==> src/rtl/uart_eng_pkg.sv <==
package uart_eng_pkg;

  typedef enum logic [2:0] {
    FR_IDLE  = 3'd0,
    FR_START = 3'd1,
    FR_DATA  = 3'd2,
    FR_PAR   = 3'd3,
    FR_STOP  = 3'd4
  } frame_st_e;

  localparam logic [1:0] CH_NORMAL = 2'd0;
  localparam logic [1:0] CH_ECHO   = 2'd1;
  localparam logic [1:0] CH_LOCAL  = 2'd2;
  localparam logic [1:0] CH_REMOTE = 2'd3;

  // parity codes 0..3 carry a parity bit, anything above is none
  function automatic logic par_on(input logic [2:0] sel);
    return sel < 3'd4;
  endfunction

  // expected parity bit given the xor of all data bits
  function automatic logic par_bit(input logic [2:0] sel, input logic ones_odd);
    logic r;
    case (sel)
      3'd0:    r = ones_odd;
      3'd1:    r = ~ones_odd;
      3'd2:    r = 1'b0;
      3'd3:    r = 1'b1;
      default: r = 1'b0;
    endcase
    return r;
  endfunction

endpackage

==> src/rtl/uart_sync.sv <==
module uart_sync #(
  parameter int STAGES = 2
) (
  input  logic clk,
  input  logic rst_n,
  input  logic d,
  output logic q
);

  generate
    if (STAGES <= 1) begin : g_one
      logic ff_q;
      always_ff @(posedge clk or negedge rst_n) begin
        if (!rst_n) ff_q <= 1'b1;
        else        ff_q <= d;
      end
      assign q = ff_q;
    end else begin : g_chain
      logic [STAGES-1:0] ff_q;
      always_ff @(posedge clk or negedge rst_n) begin
        if (!rst_n) ff_q <= '1;
        else        ff_q <= {ff_q[STAGES-2:0], d};
      end
      assign q = ff_q[STAGES-1];
    end
  endgenerate

endmodule

==> src/rtl/uart_chan_mux.sv <==
module uart_chan_mux
  import uart_eng_pkg::*;
(
  input  logic [1:0] mode,
  input  logic       tx_line,
  input  logic       pin_in,
  output logic       pin_out,
  output logic       rx_src
);

  always_comb begin
    pin_out = tx_line;
    rx_src  = pin_in;
    case (mode)
      CH_ECHO: begin
        pin_out = pin_in;
        rx_src  = pin_in;
      end
      CH_LOCAL: begin
        pin_out = 1'b1;
        rx_src  = tx_line;
      end
      CH_REMOTE: begin
        pin_out = pin_in;
        rx_src  = 1'b1;
      end
      default: begin
        pin_out = tx_line;
        rx_src  = pin_in;
      end
    endcase
  end

endmodule

==> src/rtl/uart_tx_path.sv <==
module uart_tx_path
  import uart_eng_pkg::*;
#(
  parameter int DATA_W = 8,
  parameter int OVS    = 16
) (
  input  logic              clk,
  input  logic              rst_n,
  input  logic              tick,
  input  logic [2:0]        par_sel,
  input  logic              en,
  input  logic              dis,
  input  logic              rst,
  input  logic              wr,
  input  logic [DATA_W-1:0] wdata,
  output logic              hold_empty,
  output logic              line
);

  localparam int CNT_W = (OVS > 1) ? $clog2(OVS) : 1;
  localparam int IDX_W = (DATA_W > 1) ? $clog2(DATA_W) : 1;
  localparam logic [CNT_W-1:0] CNT_LAST = CNT_W'(OVS - 1);
  localparam logic [IDX_W-1:0] IDX_LAST = IDX_W'(DATA_W - 1);

  frame_st_e         st_q, st_n;
  logic [CNT_W-1:0]  cnt_q, cnt_n;
  logic [IDX_W-1:0]  idx_q, idx_n;
  logic [DATA_W-1:0] sh_q, sh_n;
  logic              pb_q, pb_n;
  logic [DATA_W-1:0] hold_q, hold_n;
  logic              full_q, full_n;
  logic              on_q, on_n;
  logic              halt_q, halt_n;
  logic              bit_end;
  logic              load;

  always_comb begin
    st_n    = st_q;
    cnt_n   = cnt_q;
    idx_n   = idx_q;
    sh_n    = sh_q;
    pb_n    = pb_q;
    hold_n  = hold_q;
    full_n  = full_q;
    on_n    = on_q;
    halt_n  = halt_q;
    load    = 1'b0;
    bit_end = tick && (cnt_q == CNT_LAST);

    if (tick && (st_q != FR_IDLE)) begin
      cnt_n = bit_end ? '0 : cnt_q + 1'b1;
    end

    case (st_q)
      FR_IDLE: begin
        load = full_q && on_q;
      end
      FR_START: begin
        if (bit_end) begin
          st_n  = FR_DATA;
          idx_n = '0;
        end
      end
      FR_DATA: begin
        if (bit_end) begin
          sh_n  = sh_q >> 1;
          idx_n = idx_q + 1'b1;
          if (idx_q == IDX_LAST) begin
            st_n = par_on(par_sel) ? FR_PAR : FR_STOP;
          end
        end
      end
      FR_PAR: begin
        if (bit_end) st_n = FR_STOP;
      end
      FR_STOP: begin
        if (bit_end) begin
          if (full_q && on_q) load = 1'b1;
          else                st_n = FR_IDLE;
        end
      end
      default: st_n = FR_IDLE;
    endcase

    // move the held character into the shifter
    if (load) begin
      st_n   = FR_START;
      cnt_n  = '0;
      sh_n   = hold_q;
      pb_n   = par_bit(par_sel, ^hold_q);
      full_n = 1'b0;
    end

    if (wr && on_q && !halt_q && !full_q) begin
      hold_n = wdata;
      full_n = 1'b1;
    end

    // graceful stop once nothing is left to send
    if (halt_q && (st_q == FR_IDLE) && !full_q) begin
      on_n   = 1'b0;
      halt_n = 1'b0;
    end

    if (dis) begin
      halt_n = on_q;
    end else if (en) begin
      on_n   = 1'b1;
      halt_n = 1'b0;
    end

    if (rst) begin
      st_n   = FR_IDLE;
      cnt_n  = '0;
      full_n = 1'b0;
      on_n   = 1'b0;
      halt_n = 1'b0;
    end
  end

  always_ff @(posedge clk or negedge rst_n) begin
    if (!rst_n) begin
      st_n_reg_reset();
    end else begin
      st_q   <= st_n;
      cnt_q  <= cnt_n;
      idx_q  <= idx_n;
      sh_q   <= sh_n;
      pb_q   <= pb_n;
      hold_q <= hold_n;
      full_q <= full_n;
      on_q   <= on_n;
      halt_q <= halt_n;
    end
  end

  task automatic st_n_reg_reset();
    st_q   <= FR_IDLE;
    cnt_q  <= '0;
    idx_q  <= '0;
    sh_q   <= '0;
    pb_q   <= 1'b0;
    hold_q <= '0;
    full_q <= 1'b0;
    on_q   <= 1'b0;
    halt_q <= 1'b0;
  endtask

  always_comb begin
    case (st_q)
      FR_START: line = 1'b0;
      FR_DATA:  line = sh_q[0];
      FR_PAR:   line = pb_q;
      default:  line = 1'b1;
    endcase
  end

  assign hold_empty = on_q && !halt_q && !full_q;

endmodule

==> src/rtl/uart_rx_path.sv <==
module uart_rx_path
  import uart_eng_pkg::*;
#(
  parameter int DATA_W = 8,
  parameter int OVS    = 16
) (
  input  logic              clk,
  input  logic              rst_n,
  input  logic              tick,
  input  logic [2:0]        par_sel,
  input  logic              en,
  input  logic              dis,
  input  logic              rst,
  input  logic              rd,
  input  logic              line,
  output logic [DATA_W-1:0] data,
  output logic              valid,
  output logic              perr,
  output logic              ferr,
  output logic              oerr
);

  localparam int CNT_W = (OVS > 1) ? $clog2(OVS) : 1;
  localparam int IDX_W = (DATA_W > 1) ? $clog2(DATA_W) : 1;
  localparam logic [CNT_W-1:0] CNT_LAST = CNT_W'(OVS - 1);
  localparam logic [CNT_W-1:0] CNT_MID  = CNT_W'(OVS / 2 - 1);
  localparam logic [IDX_W-1:0] IDX_LAST = IDX_W'(DATA_W - 1);

  frame_st_e         st_q, st_n;
  logic [CNT_W-1:0]  cnt_q, cnt_n;
  logic [IDX_W-1:0]  idx_q, idx_n;
  logic [DATA_W-1:0] sh_q, sh_n;
  logic              acc_q, acc_n;
  logic              bad_q, bad_n;
  logic              on_q, on_n;
  logic              halt_q, halt_n;
  logic              unread_q, unread_n;
  logic [DATA_W-1:0] dat_q, dat_n;
  logic              vld_q, vld_n;
  logic              perr_q, perr_n;
  logic              ferr_q, ferr_n;
  logic              oerr_q, oerr_n;
  logic              bit_end;
  logic              mid;
  logic              done;

  always_comb begin
    st_n     = st_q;
    cnt_n    = cnt_q;
    idx_n    = idx_q;
    sh_n     = sh_q;
    acc_n    = acc_q;
    bad_n    = bad_q;
    on_n     = on_q;
    halt_n   = halt_q;
    unread_n = unread_q;
    dat_n    = dat_q;
    vld_n    = 1'b0;
    perr_n   = 1'b0;
    ferr_n   = 1'b0;
    oerr_n   = 1'b0;
    done     = 1'b0;
    bit_end  = tick && (cnt_q == CNT_LAST);
    mid      = tick && (cnt_q == CNT_MID);

    if (tick && (st_q != FR_IDLE)) begin
      cnt_n = cnt_q + 1'b1;
    end

    case (st_q)
      FR_IDLE: begin
        if (tick && on_q && !halt_q && !line) begin
          st_n  = FR_START;
          cnt_n = '0;
        end
      end
      FR_START: begin
        if (mid) begin
          cnt_n = '0;
          if (!line) begin
            st_n  = FR_DATA;
            idx_n = '0;
            acc_n = 1'b0;
            bad_n = 1'b0;
          end else begin
            st_n = FR_IDLE;
          end
        end
      end
      FR_DATA: begin
        if (bit_end) begin
          cnt_n = '0;
          sh_n  = {line, sh_q[DATA_W-1:1]};
          acc_n = acc_q ^ line;
          idx_n = idx_q + 1'b1;
          if (idx_q == IDX_LAST) begin
            st_n = par_on(par_sel) ? FR_PAR : FR_STOP;
          end
        end
      end
      FR_PAR: begin
        if (bit_end) begin
          cnt_n = '0;
          bad_n = (line != par_bit(par_sel, acc_q));
          st_n  = FR_STOP;
        end
      end
      FR_STOP: begin
        if (bit_end) begin
          cnt_n = '0;
          st_n  = FR_IDLE;
          done  = 1'b1;
        end
      end
      default: st_n = FR_IDLE;
    endcase

    if (done) begin
      vld_n    = 1'b1;
      dat_n    = sh_q;
      ferr_n   = !line;
      perr_n   = bad_q;
      oerr_n   = unread_q;
      unread_n = 1'b1;
    end else if (rd) begin
      unread_n = 1'b0;
    end

    if (halt_q && (st_q == FR_IDLE)) begin
      on_n   = 1'b0;
      halt_n = 1'b0;
    end

    if (dis) begin
      halt_n = on_q;
    end else if (en) begin
      on_n   = 1'b1;
      halt_n = 1'b0;
    end

    if (rst) begin
      st_n   = FR_IDLE;
      cnt_n  = '0;
      on_n   = 1'b0;
      halt_n = 1'b0;
      vld_n  = 1'b0;
      perr_n = 1'b0;
      ferr_n = 1'b0;
      oerr_n = 1'b0;
      dat_n  = dat_q;
    end
  end

  always_ff @(posedge clk or negedge rst_n) begin
    if (!rst_n) begin
      st_q     <= FR_IDLE;
      cnt_q    <= '0;
      idx_q    <= '0;
      sh_q     <= '0;
      acc_q    <= 1'b0;
      bad_q    <= 1'b0;
      on_q     <= 1'b0;
      halt_q   <= 1'b0;
      unread_q <= 1'b0;
      dat_q    <= '0;
      vld_q    <= 1'b0;
      perr_q   <= 1'b0;
      ferr_q   <= 1'b0;
      oerr_q   <= 1'b0;
    end else begin
      st_q     <= st_n;
      cnt_q    <= cnt_n;
      idx_q    <= idx_n;
      sh_q     <= sh_n;
      acc_q    <= acc_n;
      bad_q    <= bad_n;
      on_q     <= on_n;
      halt_q   <= halt_n;
      unread_q <= unread_n;
      dat_q    <= dat_n;
      vld_q    <= vld_n;
      perr_q   <= perr_n;
      ferr_q   <= ferr_n;
      oerr_q   <= oerr_n;
    end
  end

  assign data  = dat_q;
  assign valid = vld_q;
  assign perr  = perr_q;
  assign ferr  = ferr_q;
  assign oerr  = oerr_q;

endmodule

==> src/rtl/uart_serial_engine.sv <==
module uart_serial_engine #(
  parameter int DATA_W      = 8,
  parameter int OVS         = 16,
  parameter int SYNC_STAGES = 2
) (
  input  logic              clk,
  input  logic              rst_n,
  input  logic              baud_tick,
  input  logic [2:0]        par_sel,
  input  logic [1:0]        chan_mode,
  input  logic              tx_en,
  input  logic              tx_dis,
  input  logic              tx_rst,
  input  logic              tx_wr,
  input  logic [DATA_W-1:0] tx_data,
  output logic              tx_hold_empty,
  output logic              tx_pin,
  input  logic              rx_en,
  input  logic              rx_dis,
  input  logic              rx_rst,
  input  logic              rx_rd,
  input  logic              rx_pin,
  output logic [DATA_W-1:0] rx_data,
  output logic              rx_valid,
  output logic              rx_par_err,
  output logic              rx_frm_err,
  output logic              rx_ovr_err
);

  logic tx_line;
  logic rx_src;
  logic rx_line;

  uart_tx_path #(
    .DATA_W (DATA_W),
    .OVS    (OVS)
  ) i_tx (
    .clk        (clk),
    .rst_n      (rst_n),
    .tick       (baud_tick),
    .par_sel    (par_sel),
    .en         (tx_en),
    .dis        (tx_dis),
    .rst        (tx_rst),
    .wr         (tx_wr),
    .wdata      (tx_data),
    .hold_empty (tx_hold_empty),
    .line       (tx_line)
  );

  uart_chan_mux i_mux (
    .mode    (chan_mode),
    .tx_line (tx_line),
    .pin_in  (rx_pin),
    .pin_out (tx_pin),
    .rx_src  (rx_src)
  );

  uart_sync #(
    .STAGES (SYNC_STAGES)
  ) i_sync (
    .clk   (clk),
    .rst_n (rst_n),
    .d     (rx_src),
    .q     (rx_line)
  );

  uart_rx_path #(
    .DATA_W (DATA_W),
    .OVS    (OVS)
  ) i_rx (
    .clk     (clk),
    .rst_n   (rst_n),
    .tick    (baud_tick),
    .par_sel (par_sel),
    .en      (rx_en),
    .dis     (rx_dis),
    .rst     (rx_rst),
    .rd      (rx_rd),
    .line    (rx_line),
    .data    (rx_data),
    .valid   (rx_valid),
    .perr    (rx_par_err),
    .ferr    (rx_frm_err),
    .oerr    (rx_ovr_err)
  );

endmodule

==> config.mk <==
export PLATFORM = sky130hd
export DESIGN_NAME = uart_serial_engine
export DESIGN_NICKNAME = d
export VERILOG_FILES = /design/src/rtl/uart_eng_pkg.sv /design/src/rtl/uart_sync.sv /design/src/rtl/uart_chan_mux.sv /design/src/rtl/uart_tx_path.sv /design/src/rtl/uart_rx_path.sv /design/src/rtl/uart_serial_engine.sv
export SDC_FILE = /design/constraint.sdc
export NUM_CORES = 1
export LEC_CHECK = 0
export BUFFER_PORTS_ARGS = -buffer_cell sky130_fd_sc_hd__buf_2
export CORE_ASPECT_RATIO = 0.9
export CORE_UTILIZATION = 55
export CTS_CLUSTER_SIZE = 25
export DETAILED_ROUTE_END_ITERATION = 8
export PLACE_DENSITY = 0.79
export RECOVER_POWER = 25
export SYNTH_ARGS = -nofsm -noshare
export SYNTH_HDL_FRONTEND = slang
export SYNTH_SLANG_ARGS = --single-unit
==> constraint.sdc <==
create_clock -name clk -period 3.32 [get_ports clk]
set_input_delay 0.498 -clock clk [delete_from_list [all_inputs] [get_ports clk]]
set_output_delay 0.498 -clock clk [all_outputs]
set_load 0.02 [all_outputs]
-- Word level (Yosys, flattened, before mapping)
Index checks and enable logic that the tools add are counted.
- input port bits: 25
- word-level logic and storage cells: 204
- output and inout port bits: 14
- bits in registers: 67
- bitwise gates (word level): 4
- muxes and demuxes: 86
- magnitude comparators: 1
- reduce and logical (&&, ||, !) cells: 47
- equal/unequal tests: 38
- add/subtract/negate cells: 4
- operators by type and width (operator ; count):
    3-bit 2-to-1 mux ; 21
    1-bit 2-to-1 mux ; 39
    4-bit 2-to-1 mux ; 9
    3-bit case mux with 5 select lines ; 2
    8-bit 2-to-1 mux ; 3
    3-bit by 2-bit != test with 1-bit output (second input constant) ; 7
    4-bit by 2-bit != test with 1-bit output (second input constant) ; 5
    1-bit logical AND ; 17
    3-bit by 2-bit == test with 1-bit output (second input constant) ; 5
    3-bit == test (second input constant) ; 4
    3-bit case mux with 2 select lines ; 2
    4-bit case mux with 3 select lines ; 1
    2-bit nonzero test ; 6
    3-bit nonzero test ; 4
    2-bit by 1-bit != test with 1-bit output (second input constant) ; 5
    1-bit case mux with 2 select lines ; 5
    3-bit by 1-bit == test with 1-bit output (second input constant) ; 3
    3-bit zero test ; 3
    1-bit case mux with 3 select lines ; 3
    4-bit by 1-bit adder with 4-bit output (second input constant) ; 2
    4-bit == test (second input constant) ; 2
    4-bit AND reduction ; 2
    4-bit nonzero test ; 2
    8-bit parity ; 1
    18 further kinds ; 27

-- Longest topological paths before layout
- word-level depth: 7
- mapped depth: 7
- mapped depth without buffers: 7

-- By module
A second synthesis with hierarchy kept.
- cell total of the unflattened synthesis: 310
- area, all modules: 3357.0 um^2
- by module, submodules not included (module ; area an instance (um^2) ; cells each ; times used ; sequential area each (um^2)):
    uart_rx_path ; 1720.4 ; 158 ; 1 ; 875.8
    uart_tx_path ; 1559.0 ; 144 ; 1 ; 750.7
    uart_sync ; 52.6 ; 2 ; 1 ; 52.6
    uart_chan_mux ; 25.0 ; 6 ; 1 ; 0.0

-- Worst setup path after synthesis
Ideal clock, no wire load.
- kind: register to register
- start point: register i_tx.full_q
- end point: register i_tx.hold_q[0]
- setup time: 0.125 ns
- arrival time: 1.720 ns
- stages on the path, launching flop included: 5
- path buffers: 1
- path slack: 1.476 ns
- clock period less this slack: 1.844 ns
- required time: 3.195 ns
- cell sequence: dfrtp_1 > nor3b_1 > and2_1 > buf_2 > mux2_2
- cells in the longest elaborated chain, start to end: 2
- ends and longest elaborated chain (what ; line ; source):
    start: declaration ; uart_tx_path.sv:31 ; logic full_q, full_n;
    start signal: assignment ; uart_tx_path.sv:131 ; full_q <= full_n;
    1-bit zero test ; uart_tx_path.sv:94 ; if (wr && on_q && !halt_q && !full_q) begin
    1-bit logical AND ; uart_tx_path.sv:94 ;
    end signal: assignment ; uart_tx_path.sv:130 ; hold_q <= hold_n;
    end: declaration ; uart_tx_path.sv:30 ; logic [DATA_W-1:0] hold_q, hold_n;
No other way between the ends.
A chain may end at the register's enable or synchronous reset.

==> impl_table.tex <==
\begin{tabular}{lr}
\hline
Metric & Value \\
\hline
\multicolumn{2}{l}{\textbf{Timing}} \\
Slew at the pin with the worst max-slew slack & 2428 ps \\
Final Setup Violations & 0 \\
Upper clock frequency limit & 0.4389 GHz \\
Setup slack after layout & 1042 ps \\
Final TNS setup & 0 ps \\
Post-route fraction of the period consumed by the critical path & 68.63\% \\
Final-report hold violation count & 0 \\
Setup clock skew after layout & 9.468 ps \\
Post-route minimum period & 2278 ps \\
Slew Limit Fails & 47 \\
Worst max-slew margin expressed relative to the limit & -61.88\% \\
Unrepaired setup endpoints after global routing & false \\
\multicolumn{2}{l}{\textbf{Drt}} \\
Number of iterations in the first detailed-routing pass & 6 \\
Met2 wirelength from detailed routing & 3.017 mm \\
DRC errors left & 8 \\
First-iteration detailed-routing DRC count & 148 \\
Antenna Nets Post-Route & 0 \\
Sum of routed wire length over all layers & 6.200 mm \\
M1 WL & 2.813 mm \\
DR top layer & met4 \\
Via total after detailed routing & 2,461 \\
Final routed wire length divided by cell count & 14.25 um \\
Routed met3 length & 307 um \\
Vias per Instance & 5.657 \\
\multicolumn{2}{l}{\textbf{Synthesis}} \\
Sequential fraction of the synthesis area & 50.30\% \\
Total number of yosys warnings & 0 \\
Syn Std Cell Area & 3338 sq um \\
Nets in the synthesized netlist & 355 \\
Total of flip-flops plus latches after synthesis & 67 \\
Synth Area per Inst & 10.30 sq um \\
Dominant cell by count in the synthesized netlist & sky130\_fd\_sc\_hd\_\_dfrtp\_1 \\
Distinct cell type count of the synthesized netlist & 53 \\
Ys async rst share & 100.0\% \\
Synthesized instance count & 324 \\
Yosys top cell by area & sky130\_fd\_sc\_hd\_\_dfrtp\_1 \\
Fraction of synthesized cell area taken by the top area cell type & 48.73\% \\
Top post-synthesis cells by area & sky130\_fd\_sc\_hd\_\_dfrtp\_1 (49\%), sky130\_fd\_sc\_hd\_\_nand2\_1 (6.1\%), sky130\_fd\_sc\_hd\_\_mux2\_2 (3.7\%), sky130\_fd\_sc\_hd\_\_nor2\_1 (3.3\%), sky130\_fd\_sc\_hd\_\_mux2i\_1 (2.7\%) \\
Most frequently used flop master after synthesis & sky130\_fd\_sc\_hd\_\_dfrtp\_1 \\
EDFF count, synth & 0 \\
Most used standard cells in the synthesized netlist & sky130\_fd\_sc\_hd\_\_dfrtp\_1 (65), sky130\_fd\_sc\_hd\_\_nand2\_1 (54), sky130\_fd\_sc\_hd\_\_nor2\_1 (29) \\
\multicolumn{2}{l}{\textbf{Cells and area}} \\
Share of cells above drive strength 1 & 22.47\% \\
Diodes inserted & 0 \\
Synth-to-Final Area Change & 13.34\% \\
Net count of the finished layout & 391 \\
\multicolumn{2}{l}{\textbf{Floorplanning}} \\
Initial core utilization & 57.97\% \\
Floorplan core area & 5758 sq um \\
Ports placed on the boundary & 39 \\
Die span in x & 84.12 um \\
Std cell rows & 26 \\
Full die area & 6386 sq um \\
Die Y & 75.91 um \\
\multicolumn{2}{l}{\textbf{Placed design}} \\
Worst slack at placement & 1182 ps \\
Number of port buffers & 38 \\
Placer Congestion & 0.7924 \\
Dpl hpwl & 4.284 mm \\
\multicolumn{2}{l}{\textbf{Setup path}} \\
Critical Path Source Type & primary input \\
Worst path required time & 3260 ps \\
Launching element of the worst setup path & rst\_n \\
Worst reg-to-reg path cell count & 6 \\
WP depth & 1 \\
Signal arrival time at the worst endpoint & 2220 ps \\
Worst-path cell chain & clkbuf\_1 \\
Delay-heaviest family, CP & buffers and inverters \\
Delay of the slowest cell on the worst path & 1690 ps \\
Worst reg2reg endpoint & i\_tx.pb\_q \\
Kind of end point of the critical path & asynchronous set/reset pin \\
Critical path type & in -> async \\
R2R Setup Slk & 1260 ps \\
Crit path max fanout & 46 \\
End point of the critical path & i\_tx.hold\_q[0] \\
WP buf/inv & 1 \\
Cell at the slowest stage of the critical path & sky130\_fd\_sc\_hd\_\_clkbuf\_1 \\
Origin of the critical flop-to-flop path & i\_tx.cnt\_q[0] \\
\multicolumn{2}{l}{\textbf{Power and ir drop}} \\
Net Sw Frac & 24.59\% \\
Internal power & 1523 uW \\
Clock power share & 41.3\% \\
Proportion of power drawn by flip-flops and latches & 47.0\% \\
NetSw & 496.6 uW \\
IR Drop Worst-Case VDD & 0.4542 mV \\
Leak & 0.001842 uW \\
Comb power frac & 11.8\% \\
Areal power density over the cells & 533.8 nW/um\^{}2 \\
\multicolumn{2}{l}{\textbf{CTS}} \\
Post-CTS Repair Setup Buffers & 0 \\
Total clock sinks & 67 \\
Level count of the clock H-tree & 3 \\
Clock-pin slew of the registers on the worst-case setup and hold paths & 80 ps \\
Clock tree from TritonCTS & built \\
Count of hold buffers inserted by post-cts repair & 0 \\
CTS root buffer & sky130\_fd\_sc\_hd\_\_clkbuf\_8 \\
Number of buffers created by CTS & 9 \\
Post-cts gate resize count & 0 \\
Worst skew pair latency & 340 ps \\
Clock buffer depth & 2 \\
\multicolumn{2}{l}{\textbf{Outcome}} \\
Run status & finished with violations \\
Violated checks & DRC, capacitance limit, slew limit \\
\multicolumn{2}{l}{\textbf{Global route}} \\
Largest net degree at the start of global routing & 47 \\
Gr ovfl total & 0 \\
GRT Total Usage & 21.92\% \\
First-pass GRT wire length & 10.95 mm \\
Via count of the first global-routing pass & 2,416 \\
Number of antenna violations at the first check in global routing & 0 \\
\multicolumn{2}{l}{\textbf{Flow run}} \\
Total of max-cap violations & 1 \\
\multicolumn{2}{l}{\textbf{Min path}} \\
Min-delay worst type & in -> reg \\
\hline
\end{tabular}
[cells by family (layout without fill, tap and decap cells)]
| group | Yosys count | in the layout | synth area share, % |
|---|---|---|---|
| flops | 67 | 67 | 50.30 |
| simple gates | 138 | 138 | 21.36 |
| xor+xnor | 14 | 14 | 3.673 |
| buf+inv | 20 | 61 | 3.373 |
| compound gates | 54 | 54 | 10.38 |
| mux | 25 | 25 | 8.658 |
| fa+ha+maj | 6 | 6 | 2.249 |
[layout by cell type (no fill, tap or decap), drive strengths merged, types with 5 or more instances in the layout]
master / instances
a21oi: 15
buf: 39
clkbuf: 10
dfrtp: 65
ha: 6
inv: 7
mux2: 16
mux2i: 9
nand2: 54
nand2b: 6
nand3: 10
nor2: 29
nor3: 5
o21ai: 18
xnor2: 10
[flip-flops by register name, summed over array words and instances (netlist names), 2 cells and up]
register and count:
i_sync.g_chain.ff_q 2, i_rx.data 8, i_rx.cnt_q 4, i_rx.idx_q 3, i_tx.hold_q 8, i_rx.st_q 3, i_tx.idx_q 3, i_tx.sh_q 8
i_rx.sh_q 8, i_tx.cnt_q 4, i_tx.st_q 3
[per-stage QoR]
stage          power [uW]  hold WS [ps]  instance area, sq um  instances  util [%]
6_report             2020         326.6                  3784        435     65.71
5_1_grt              2114         337.3                  3784        435     65.71
4_1_cts              2044         312.4                  3785        435     65.73
3_5_place_dp         1198         359.2                  3537        419     61.43
3_3_place_gp         1191         358.9                  3537        419     61.43
2_1_floorplan        1126         202.4                  3338        324         -
[worst reg2reg max path, stage by stage (launching register included)]
cell                       delay [ps]
sky130_fd_sc_hd__dfrtp_1          400
sky130_fd_sc_hd__ha_1             250
sky130_fd_sc_hd__nand4_4          170
sky130_fd_sc_hd__a21oi_2          660
sky130_fd_sc_hd__nand3b_1         150
sky130_fd_sc_hd__mux2_2           290
sky130_fd_sc_hd__nand3_1           70
[layout make-up]
| class | instances | area [sq um] |
|---|---|---|
| Multi-Input combinational cell | 237 | 1546 |
| Timing Repair Buffer | 40 | 203.9 |
| Inverter | 5 | 18.77 |
| Fill cell | 470 | 1974 |
| Tap cell | 70 | 87.58 |
| Sequential cell | 67 | 1679 |
| Clock inverter | 7 | 123.9 |
| Clock buffer | 9 | 123.9 |
[per-layer routing]
metal / vias up / global-route usage, %
met1: 1188 / 27.31
met3: 6 / 5.882
met5: - / 0
met2: 61 / 36.31
met4: 0 / 8.793
li1: 1206 / -
[worst min path at each step]
| stage | start | endpoint | slack, ps | cells after the start |
|---|---|---|---|---|
| floorplan | rst_n | i_rx.acc_q | 200 | 0 |
| global placement | i_sync.g_chain.ff_q[0] | i_sync.g_chain.ff_q[1] | 360 | 0 |
| global route | rx_rd | i_rx.unread_q | 340 | 2 |
| finish | rx_rd | i_rx.unread_q | 330 | 2 |
| detailed placement | i_sync.g_chain.ff_q[0] | i_sync.g_chain.ff_q[1] | 360 | 0 |
| CTS | rx_rd | i_rx.unread_q | 310 | 2 |
[power by group through the flow]
stage	Clock (uW)	Combinational (uW)	Sequential, uW
after floorplan	0	182	944
after global placement	0	233	959
after detailed placement	0	238	961
after CTS	854	243	948
after global routing	889	268	958
final	834	237	948
No activity file was read; power rests on OpenSTA's default activity.
